`src/rtl/tmr_pkg.sv`:
```
package tmr_pkg;
  localparam int DATA_W      = 32;
  localparam int CTRL_EN_BIT = 7;
  localparam int CTRL_PER_BIT = 6;
  localparam int CTRL_PS_LSB = 2;

  typedef enum logic [1:0] {
    REG_RELOAD = 2'd0,
    REG_COUNT  = 2'd1,
    REG_CTRL   = 2'd2,
    REG_CLEAR  = 2'd3
  } tmr_reg_e;

  typedef struct packed {
    logic       run;
    logic       periodic;
    logic [1:0] psel;
  } tmr_ctrl_t;

  function automatic tmr_ctrl_t ctrl_from_word(input logic [DATA_W-1:0] w);
    tmr_ctrl_t c;
    c.run      = w[CTRL_EN_BIT];
    c.periodic = w[CTRL_PER_BIT];
    c.psel     = w[CTRL_PS_LSB+1:CTRL_PS_LSB];
    return c;
  endfunction

  function automatic logic [DATA_W-1:0] ctrl_to_word(input tmr_ctrl_t c);
    logic [DATA_W-1:0] w;
    w = '0;
    w[CTRL_EN_BIT] = c.run;
    w[CTRL_PER_BIT] = c.periodic;
    w[CTRL_PS_LSB+1:CTRL_PS_LSB] = c.psel;
    return w;
  endfunction
endpackage

```
`src/rtl/tmr_prescaler.sv`:
```
module tmr_prescaler #(
  parameter int PRE_W    = 8,
  parameter int MID_LOG2 = 4,
  parameter int HI_LOG2  = 8
) (
  input  logic       clk,
  input  logic       rst,
  input  logic       run,
  input  logic       restart,
  input  logic [1:0] psel,
  output logic       tick
);
  localparam logic [PRE_W-1:0] LIM_MID = PRE_W'((1 << MID_LOG2) - 1);
  localparam logic [PRE_W-1:0] LIM_HI  = PRE_W'((1 << HI_LOG2) - 1);

  logic [PRE_W-1:0] div_cnt;
  logic [PRE_W-1:0] limit;

  always_comb begin
    case (psel)
      2'b00:   limit = '0;
      2'b01:   limit = LIM_MID;
      default: limit = LIM_HI;
    endcase
  end

  assign tick = run && !restart && (div_cnt == limit);

  always_ff @(posedge clk) begin
    if (rst) begin
      div_cnt <= '0;
    end else if (restart || !run || (div_cnt == limit)) begin
      div_cnt <= '0;
    end else begin
      div_cnt <= div_cnt + 1'b1;
    end
  end
endmodule

```
`src/rtl/tmr_channel.sv`:
```
module tmr_channel
  import tmr_pkg::*;
#(
  parameter int CNT_W = 24
) (
  input  logic             clk,
  input  logic             rst,
  input  logic             reload_wr,
  input  logic             ctrl_wr,
  input  logic             clear_wr,
  input  logic [CNT_W-1:0] wr_value,
  input  tmr_ctrl_t        wr_ctrl,
  output logic [CNT_W-1:0] reload_q,
  output logic [CNT_W-1:0] count_q,
  output tmr_ctrl_t        ctrl_q,
  output logic             pend_q,
  output logic             tick
);
  logic at_zero;
  logic expire;

  tmr_prescaler #(
    .PRE_W(8),
    .MID_LOG2(4),
    .HI_LOG2(8)
  ) u_pre (
    .clk(clk),
    .rst(rst),
    .run(ctrl_q.run),
    .restart(ctrl_wr),
    .psel(ctrl_q.psel),
    .tick(tick)
  );

  assign at_zero = (count_q == '0);
  assign expire  = tick && at_zero && !reload_wr;

  always_ff @(posedge clk) begin
    if (rst) begin
      ctrl_q <= '0;
    end else if (ctrl_wr) begin
      ctrl_q <= wr_ctrl;
    end else if (expire && !ctrl_q.periodic) begin
      ctrl_q.run <= 1'b0;
    end
  end

  always_ff @(posedge clk) begin
    if (rst) begin
      reload_q <= '0;
      count_q  <= '0;
    end else if (reload_wr) begin
      reload_q <= wr_value;
      count_q  <= wr_value;
    end else if (tick) begin
      if (!at_zero) begin
        count_q <= count_q - 1'b1;
      end else if (ctrl_q.periodic) begin
        count_q <= reload_q;
      end
    end
  end

  always_ff @(posedge clk) begin
    if (rst) begin
      pend_q <= 1'b0;
    end else if (expire) begin
      pend_q <= 1'b1;
    end else if (clear_wr) begin
      pend_q <= 1'b0;
    end
  end
endmodule

```
`src/rtl/tmr_decode.sv`:
```
module tmr_decode
  import tmr_pkg::*;
#(
  parameter int ADDR_W = 6,
  parameter int N_TMR  = 2
) (
  input  logic              bus_sel,
  input  logic              bus_wr,
  input  logic [ADDR_W-1:0] bus_addr,
  output logic [N_TMR-1:0]  reload_wr,
  output logic [N_TMR-1:0]  ctrl_wr,
  output logic [N_TMR-1:0]  clear_wr,
  output logic              rd_en,
  output logic [ADDR_W-6:0] rd_ch,
  output tmr_reg_e          rd_reg
);
  localparam int CH_W = ADDR_W - 5;

  logic [CH_W-1:0] ch_idx;
  logic            hit;
  tmr_reg_e        reg_idx;
  logic [1:0]      unused_byte_lanes;

  assign ch_idx            = bus_addr[ADDR_W-1:5];
  assign reg_idx           = tmr_reg_e'(bus_addr[3:2]);
  assign unused_byte_lanes = bus_addr[1:0];
  assign hit = bus_sel && !bus_addr[4] && (int'(ch_idx) < N_TMR);

  for (genvar g = 0; g < N_TMR; g++) begin : g_strobe
    logic mine;
    assign mine         = hit && bus_wr && (int'(ch_idx) == g);
    assign reload_wr[g] = mine && (reg_idx == REG_RELOAD);
    assign ctrl_wr[g]   = mine && (reg_idx == REG_CTRL);
    assign clear_wr[g]  = mine && (reg_idx == REG_CLEAR);
  end

  assign rd_en  = hit && !bus_wr;
  assign rd_ch  = ch_idx;
  assign rd_reg = reg_idx;
endmodule

```
`src/rtl/dual_tick_timer.sv`:
```
module dual_tick_timer
  import tmr_pkg::*;
#(
  parameter int ADDR_W = 6,
  parameter int N_TMR  = 2,
  parameter int CNT_W  = 24
) (
  input  logic              clk,
  input  logic              rst,
  input  logic              bus_sel,
  input  logic              bus_wr,
  input  logic [ADDR_W-1:0] bus_addr,
  input  logic [31:0]       bus_wdata,
  output logic [31:0]       bus_rdata,
  output logic              irq
);
  logic [N_TMR-1:0]            reload_wr_v;
  logic [N_TMR-1:0]            ctrl_wr_v;
  logic [N_TMR-1:0]            clear_wr_v;
  logic                        rd_en;
  logic [ADDR_W-6:0]           rd_ch;
  tmr_reg_e                    rd_reg;
  logic [N_TMR-1:0][CNT_W-1:0] reload_v;
  logic [N_TMR-1:0][CNT_W-1:0] count_v;
  tmr_ctrl_t [N_TMR-1:0]       ctrl_v;
  logic [N_TMR-1:0]            run_v;
  logic [N_TMR-1:0]            per_v;
  logic [N_TMR-1:0]            pend_v;
  logic [N_TMR-1:0]            tick_v;
  tmr_ctrl_t                   wr_ctrl;
  logic [DATA_W-1:0]           rdata_q;
  logic                        irq_q;
  logic [DATA_W-1:CNT_W]       unused_wdata_hi;

  assign wr_ctrl         = ctrl_from_word(bus_wdata);
  assign unused_wdata_hi = bus_wdata[DATA_W-1:CNT_W];

  tmr_decode #(
    .ADDR_W(ADDR_W),
    .N_TMR(N_TMR)
  ) u_dec (
    .bus_sel(bus_sel),
    .bus_wr(bus_wr),
    .bus_addr(bus_addr),
    .reload_wr(reload_wr_v),
    .ctrl_wr(ctrl_wr_v),
    .clear_wr(clear_wr_v),
    .rd_en(rd_en),
    .rd_ch(rd_ch),
    .rd_reg(rd_reg)
  );

  for (genvar g = 0; g < N_TMR; g++) begin : g_tmr
    tmr_channel #(
      .CNT_W(CNT_W)
    ) u_ch (
      .clk(clk),
      .rst(rst),
      .reload_wr(reload_wr_v[g]),
      .ctrl_wr(ctrl_wr_v[g]),
      .clear_wr(clear_wr_v[g]),
      .wr_value(bus_wdata[CNT_W-1:0]),
      .wr_ctrl(wr_ctrl),
      .reload_q(reload_v[g]),
      .count_q(count_v[g]),
      .ctrl_q(ctrl_v[g]),
      .pend_q(pend_v[g]),
      .tick(tick_v[g])
    );
    assign run_v[g] = ctrl_v[g].run;
    assign per_v[g] = ctrl_v[g].periodic;
  end

  always_ff @(posedge clk) begin
    if (rst) begin
      rdata_q <= '0;
    end else if (rd_en) begin
      case (rd_reg)
        REG_RELOAD: rdata_q <= DATA_W'(reload_v[rd_ch]);
        REG_COUNT:  rdata_q <= DATA_W'(count_v[rd_ch]);
        REG_CTRL:   rdata_q <= ctrl_to_word(ctrl_v[rd_ch]);
        default:    rdata_q <= '0;
      endcase
    end else begin
      rdata_q <= '0;
    end
  end

  always_ff @(posedge clk) begin
    if (rst) begin
      irq_q <= 1'b0;
    end else begin
      irq_q <= |pend_v;
    end
  end

  assign bus_rdata = rdata_q;
  assign irq       = irq_q;
endmodule

```
`config.mk`:
```
export PLATFORM = sky130hd
export DESIGN_NAME = dual_tick_timer
export DESIGN_NICKNAME = d
export VERILOG_FILES = /design/src/rtl/tmr_pkg.sv /design/src/rtl/tmr_prescaler.sv /design/src/rtl/tmr_channel.sv /design/src/rtl/tmr_decode.sv /design/src/rtl/dual_tick_timer.sv
export SDC_FILE = /design/constraint.sdc
export NUM_CORES = 1
export LEC_CHECK = 0
export CORE_MARGIN = 2
export CORE_UTILIZATION = 50
export DETAILED_ROUTE_END_ITERATION = 8
export PLACE_DENSITY_LB_ADDON = 0.08
export SYNTH_ARGS = -nofsm -noshare
export SYNTH_HDL_FRONTEND = slang
export SYNTH_HIERARCHICAL = 1
export SYNTH_SLANG_ARGS = --single-unit
```
`constraint.sdc`:
```
create_clock -name clk -period 7.05 [get_ports clk]
set_clock_uncertainty 0.15 [all_clocks]
set_input_delay 1.0575 -clock clk [delete_from_list [all_inputs] [get_ports clk]]
set_output_delay 1.0575 -clock clk [all_outputs]
set_load 0.02 [all_outputs]
```
=== After elaboration in Yosys (flattened, before gate mapping) ===
Cells that the tools add are included.

* Add/sub/neg operators: 4
* Order comparisons: 1
* Reduce and logical (&&, ||, !) cells: 52
* Bitwise operators: 2
* Equality and inequality tests: 9
* Muxes and demuxes: 25

{| class="wikitable"
|+ Operators by type and width
! cell !! number
|-
| $mux 24 || 12
|-
| $pmux 24 s3 || 1
|-
| $logic_not 24->1 || 2
|-
| $sub 24x1->24 const B || 2
|-
| $pmux 8 s2 || 2
|-
| $logic_and 1x1->1 || 21
|-
| $add 8x1->8 const B || 2
|-
| $eq 8x8->1 || 2
|-
| $reduce_bool 2->1 || 6
|-
| $logic_not 1->1 || 10
|-
| $mux 1 || 8
|-
| $mux 4 || 2
|-
| $reduce_or 2->1 || 4
|-
| $eq 2x1->1 const B || 3
|-
| $logic_not 2->1 || 3
|-
| $ne 3x1->1 const B || 2
|-
| $eq 2x2->1 const B || 2
|-
| $logic_or 1x1->1 || 4
|-
| $reduce_and 2->1 || 2
|-
| $lt 1x2->1 const B || 1
|-
| $not 1->1 || 2
|}

* Input port bits: 42
* Bits in registers: 155
* Word-level logic and storage cells: 109
* Output and inout bits: 33

=== Longest topological paths before layout ===
* Depth in word-level cells: 13
* Gate-level depth with buffers: 9
* Depth with buffers taken out: 8

=== Modules after synthesis ===
The synthesis kept the hierarchy.

{| class="wikitable"
|+ By module, submodules not included
! module !! instances !! cells an instance !! seq. area each (um^2) !! area each (um^2)
|-
| tmr_channel || 2 || 357 || 1061.0 || 2916.5
|-
| dual_tick_timer || 1 || 150 || 500.5 || 1534.0
|-
| tmr_prescaler || 2 || 43 || 160.2 || 376.6
|-
| tmr_decode || 1 || 15 || 0.0 || 105.1
|}

=== Worst setup path after synthesis ===
No wires, ideal clock.

* Kind: in2reg
* From: input port bus_addr[5]
* To: register g_tmr[0].u_ch.count_q[7]
* Buffers on the path: 2
* Data required time: 6.812 ns
* Data arrival time: 2.857 ns
* Setup time: 0.088 ns
* Cell stages on the path: 8
* Path slack: 3.955 ns
* Cell sequence: nand2b_4 -> nor4_1 -> clkbuf_1 -> nor2_1 -> a31oi_1 -> clkbuf_1 -> nor2_1 -> a311oi_2

* Elaborated cells on any way between the ends: 11
* Those cells by class: 1 x eq/ne; 1 x mux; 1 x bitwise; 8 x reduce/logical

{| class="wikitable"
|+ RTL lines
! what !! RTL line !! text
|-
| start: declaration || dual_tick_timer.sv:12 || <nowiki>input logic [ADDR_W-1:0] bus_addr,</nowiki>
|-
| $not 1->1 (*) || tmr_decode.sv:31 || <nowiki>assign mine = hit && bus_wr && (int'(ch_idx) == g);</nowiki>
|-
| $logic_and 1x1->1 (*) || tmr_decode.sv:31 ||
|-
| $logic_and 1x1->1 (*) || tmr_decode.sv:32 || <nowiki>assign reload_wr[g] = mine && (reg_idx == REG_RELOAD);</nowiki>
|-
| net reload_wr_v[0] || dual_tick_timer.sv:17 || <nowiki>logic [N_TMR-1:0] reload_wr_v;</nowiki>
|-
| $ne 3x1->1 (no source line) or $reduce_bool 2->1 (tied branches) || - ||
|-
| $reduce_and 2->1 (no source line) || - ||
|-
| end signal: assignment || tmr_channel.sv:54 || <nowiki>count_q <= wr_value;</nowiki>
|-
| end signal: assignment || tmr_channel.sv:57 || <nowiki>count_q <= count_q - 1'b1;</nowiki>
|-
| end signal: assignment || tmr_channel.sv:59 || <nowiki>count_q <= reload_q;</nowiki>
|-
| end: declaration || tmr_channel.sv:14 || <nowiki>output logic [CNT_W-1:0] count_q,</nowiki>
|}

Mark *: on every way through the listed nets, which the timed path passes. The rest lies on a longest branch.
A chain may end at the register's enable or synchronous reset.

=== Worst setup path in the final report ===
* From: input port bus_addr[2]
* To: register g_tmr[0].u_ch.count_q[23]

* Elaborated cells on any way between the ends: 11
* Those cells by class: 2 x eq/ne; 1 x mux; 8 x reduce/logical

{| class="wikitable"
|+ RTL lines
! what !! RTL line
|-
| $logic_not 2->1 (*) || tmr_decode.sv:32
|-
| $logic_and 1x1->1 (*) || tmr_decode.sv:32
|-
| net reload_wr_v[0] || dual_tick_timer.sv:17
|-
| $ne 3x1->1 (no source line) or $reduce_bool 2->1 (tied branches) || -
|-
| $reduce_and 2->1 (no source line) || -
|}

Marks and branches as above.

==> out/metrics.cfg <==
[power]
irDropWorstVdd_v=0.0001659
power.leakage_nw=3.311
finalPower_w=0.001897
combinationalPowerShare_pct=7.6
pwr_density_cell_mw_per_mm2=203.0
cell_internal_pwr_w=0.001456
swShare_pct=23.25
power_frac_seq_pct=44.2
switchingPower_w=0.0004410
pwr-share-clk_pct=48.2

[yosys]
synth.distinct_cells=70
yosysWarnings=6
synth_area_leader_cell=dfxtp_1
synth_ff_type=dfxtp_1
netlist_top_cells_area=dfxtp_1 (36%), mux2i_1 (6.3%), nor2_1 (5.5%)
yosys_register_bits=147
synth_async_sr_flop_share_pct=0
post_synth_inst_count=965
synth_seq_area_share_pct=35.78
synth_edf_count=0
syn-mean-instance-area_sq_um=8.524
netlist.area_leader.share_pct=35.78
syn_area_sq_mm=0.008225

[setup_path]
slowest_delay_ns=0.86
crit_top_cell=buf_4
path_cells=clkdlybuf4s50_1 -> nor4_2 -> buf_4 -> nor2_1 -> a31oi_4 -> buf_4 -> o21ai_0 -> a211oi_1
cp.arrival_ns=4.48
rr_worst_depth=9
slowest_stage=a31oi_4
cp-start-kind=input pin
crit_fanout=31
crit_required_ns=7.23
crit_path_end_kind=flip-flop
critical_path_class=input pin to flip-flop

[global_routing]
track_usage_pct=29.79
grt_pass1_vias=7083
overflow=0
grt_max_degree=65
grt_pass1_wl_mm=40.81
antenna_found_initial=0

[layout]
seqCellArea_sq_mm=0.002943
fin_nets=1018
diodes=0
final_cells=1199
multi_input_area_sq_mm=0.004790
design_area_sq_mm=0.009343
syn_to_final_growth_pct=13.58
drive_gt1_share_pct=9.359
fill_cells=1517

[clock_network]
numCtsBuffers=17
clock_latency_ns=0.42
htreeDepth=4
cts_hold_buffers=0
clockBufferDepth=2
cts-root-buf=clkbuf_16
cts_tree=built
clkSinkCount=147
cts_setup_buffers=0
post_cts_resize_count=0
path_clk_slew_ns=0.06

[timing]
period_share_pct=60.89
rsz0062_at_grt=false
setup_viol=0
hold_viol=0
drv_slew=0
layout_min_cycle_time_ns=4.293
clock.fmax_mhz=232.9
setup_tns_ns=0
worst_pin_slew_ns=1.149
relSlewSlack_pct=23.39

[die]
initial_core_util_pct=51.41
fp.coreArea_sq_mm=0.01600
rows=46
io-pin-count=75
die_y_um=132.3
die_area_sq_mm=0.01749
die_x_um=132.3

[run_status]
status=complete, no violations

[place]
port_buffers=56
placed_cell_area_sq_mm=0.008755
dp_hpwl_mm=16.83
gp_congestion=0.8765
placed_cells=1167

[detailed_routing]
drc=0
vias=7652
drtPass1Iterations=5
wl_mm=26.04
viasPerCell=6.382
post_drt_wl_per_cell_um=21.72
drtIter0Drc=863
antenna_left=0

[job]
max_cap_viol_count=0

[hold_path]
hold_depth=2
hold_class=flip-flop to flip-flop

## flip-flops by register name, indices dropped and copies added, names as in the netlist
register and cells:
bus_rdata 24, g_tmr.u_ch/count_q 48, g_tmr.u_ch/ctrl_q 8, g_tmr.u_ch/pend_q 2, g_tmr.u_ch/reload_q 48, g_tmr.u_ch/u_pre/div_cnt 16
irq 1
## cells in the mapped netlist (all sizes together) (17+ instances only)
master    n
a211o    28
a21oi    50
a311oi   42
buf      33
clkbuf   62
dfxtp   147
inv      17
mux2i    52
nand2   105
nor2    120
nor3     22
nor4     52
o22a     19
xnor2    22
## cells by family after synthesis
| logic type | Yosys count | share of synthesized area [%] |
|---|---|---|
| xor gates and xnor gates | 38 | 4.046 |
| DFF | 147 | 35.78 |
| buffers and inverters | 112 | 6.891 |
| other | 1 | 0.04559 |
| muxes | 61 | 8.245 |
| adders and majority gates | 6 | 0.9127 |
| AOI/OAI and AO/OA | 209 | 19.82 |
| and+or+nand+nor | 391 | 24.26 |
## cell usage in the layout, fill, tap and decap left out, drive strengths merged, types with 20 or more instances in the layout
cell type / synthesis / layout
dfxtp: 147 / 147
nor2: 120 / 120
nand2: 105 / 105
clkdlybuf4s50: 0 / 54
mux2i: 52 / 52
nor4: 52 / 52
a21oi: 50 / 50
a311oi: 42 / 42
a211o: 28 / 28
clkbuf: 62 / 23
xnor2: 22 / 22
nor3: 22 / 22
buf: 33 / 20
## final cells by class
class                      count  area share [%]
timing repair buffer          74           7.366
clock inverter                 9           1.393
inverter                      17          0.6830
clock buffer                  23           4.902
sequential                   147           31.50
multi-input combinational    713           51.27
tap                          216           2.893
## per-stage QoR
step / hold WS (ns) / setup WS [ns] / utilization (%)
final: 0.3154 / 2.757 / 58.39
after detailed placement: 0.3076 / 2.442 / 54.72
after CTS: 0.3180 / 2.869 / 58.39
after global placement: 0.3066 / 2.474 / 54.72
after floorplan: 0.2850 / 3.955 / -
after global routing: 0.3456 / 2.645 / 58.39
## final timing paths
check | start | endpoint | slack (ns)
worst min-delay path | g_tmr[0].u_ch/pend_q$_SDFFE_PP0P_ | irq$_SDFF_PP0_ | 0.32
worst min register to register | g_tmr[0].u_ch/pend_q$_SDFFE_PP0P_ | irq$_SDFF_PP0_ | 0.32
worst max register to register | g_tmr[0].u_ch/u_pre/div_cnt[0]$_SDFF_PP0_ | g_tmr[0].u_ch/count_q[23]$_SDFFE_PP0P_ | 3.59
worst max-delay path | bus_addr[2] | g_tmr[0].u_ch/count_q[23]$_SDFFE_PP0P_ | 2.76
## per-layer routing
| metal | part of all wire (%) | vias up | wire, um | global-route usage, % |
|---|---|---|---|---|
| li1 | - | 3583 | - | - |
| met4 | 2.4 | 0 | 612 | 9.379 |
| met3 | 8.1 | 48 | 2107 | 7.459 |
| met5 | 0 | - | 0 | 0 |
| met2 | 45 | 362 | 11680 | 46.61 |
| met1 | 45 | 3659 | 11640 | 40.49 |
## power groups by stage
stage | registers [W] | logic, W | clock network, W
floorplan | 0.000855 | 0.000102 | 0
global placement | 0.000856 | 0.000141 | 0
detailed placement | 0.000856 | 0.000141 | 0
CTS | 0.000837 | 0.000141 | 0.000929
global route | 0.000838 | 0.000152 | 0.000972
finish | 0.000838 | 0.000144 | 0.000915
## critical path, delay by kind of cell
| family | cells | cell delay [ns] |
|---|---|---|
| AOI/OAI and AO/OA | 3 | 1.23 |
| buffers and inverters | 3 | 1.56 |
| and+or+nand+nor | 2 | 0.60 |
Power figures use the tool's default switching activity.
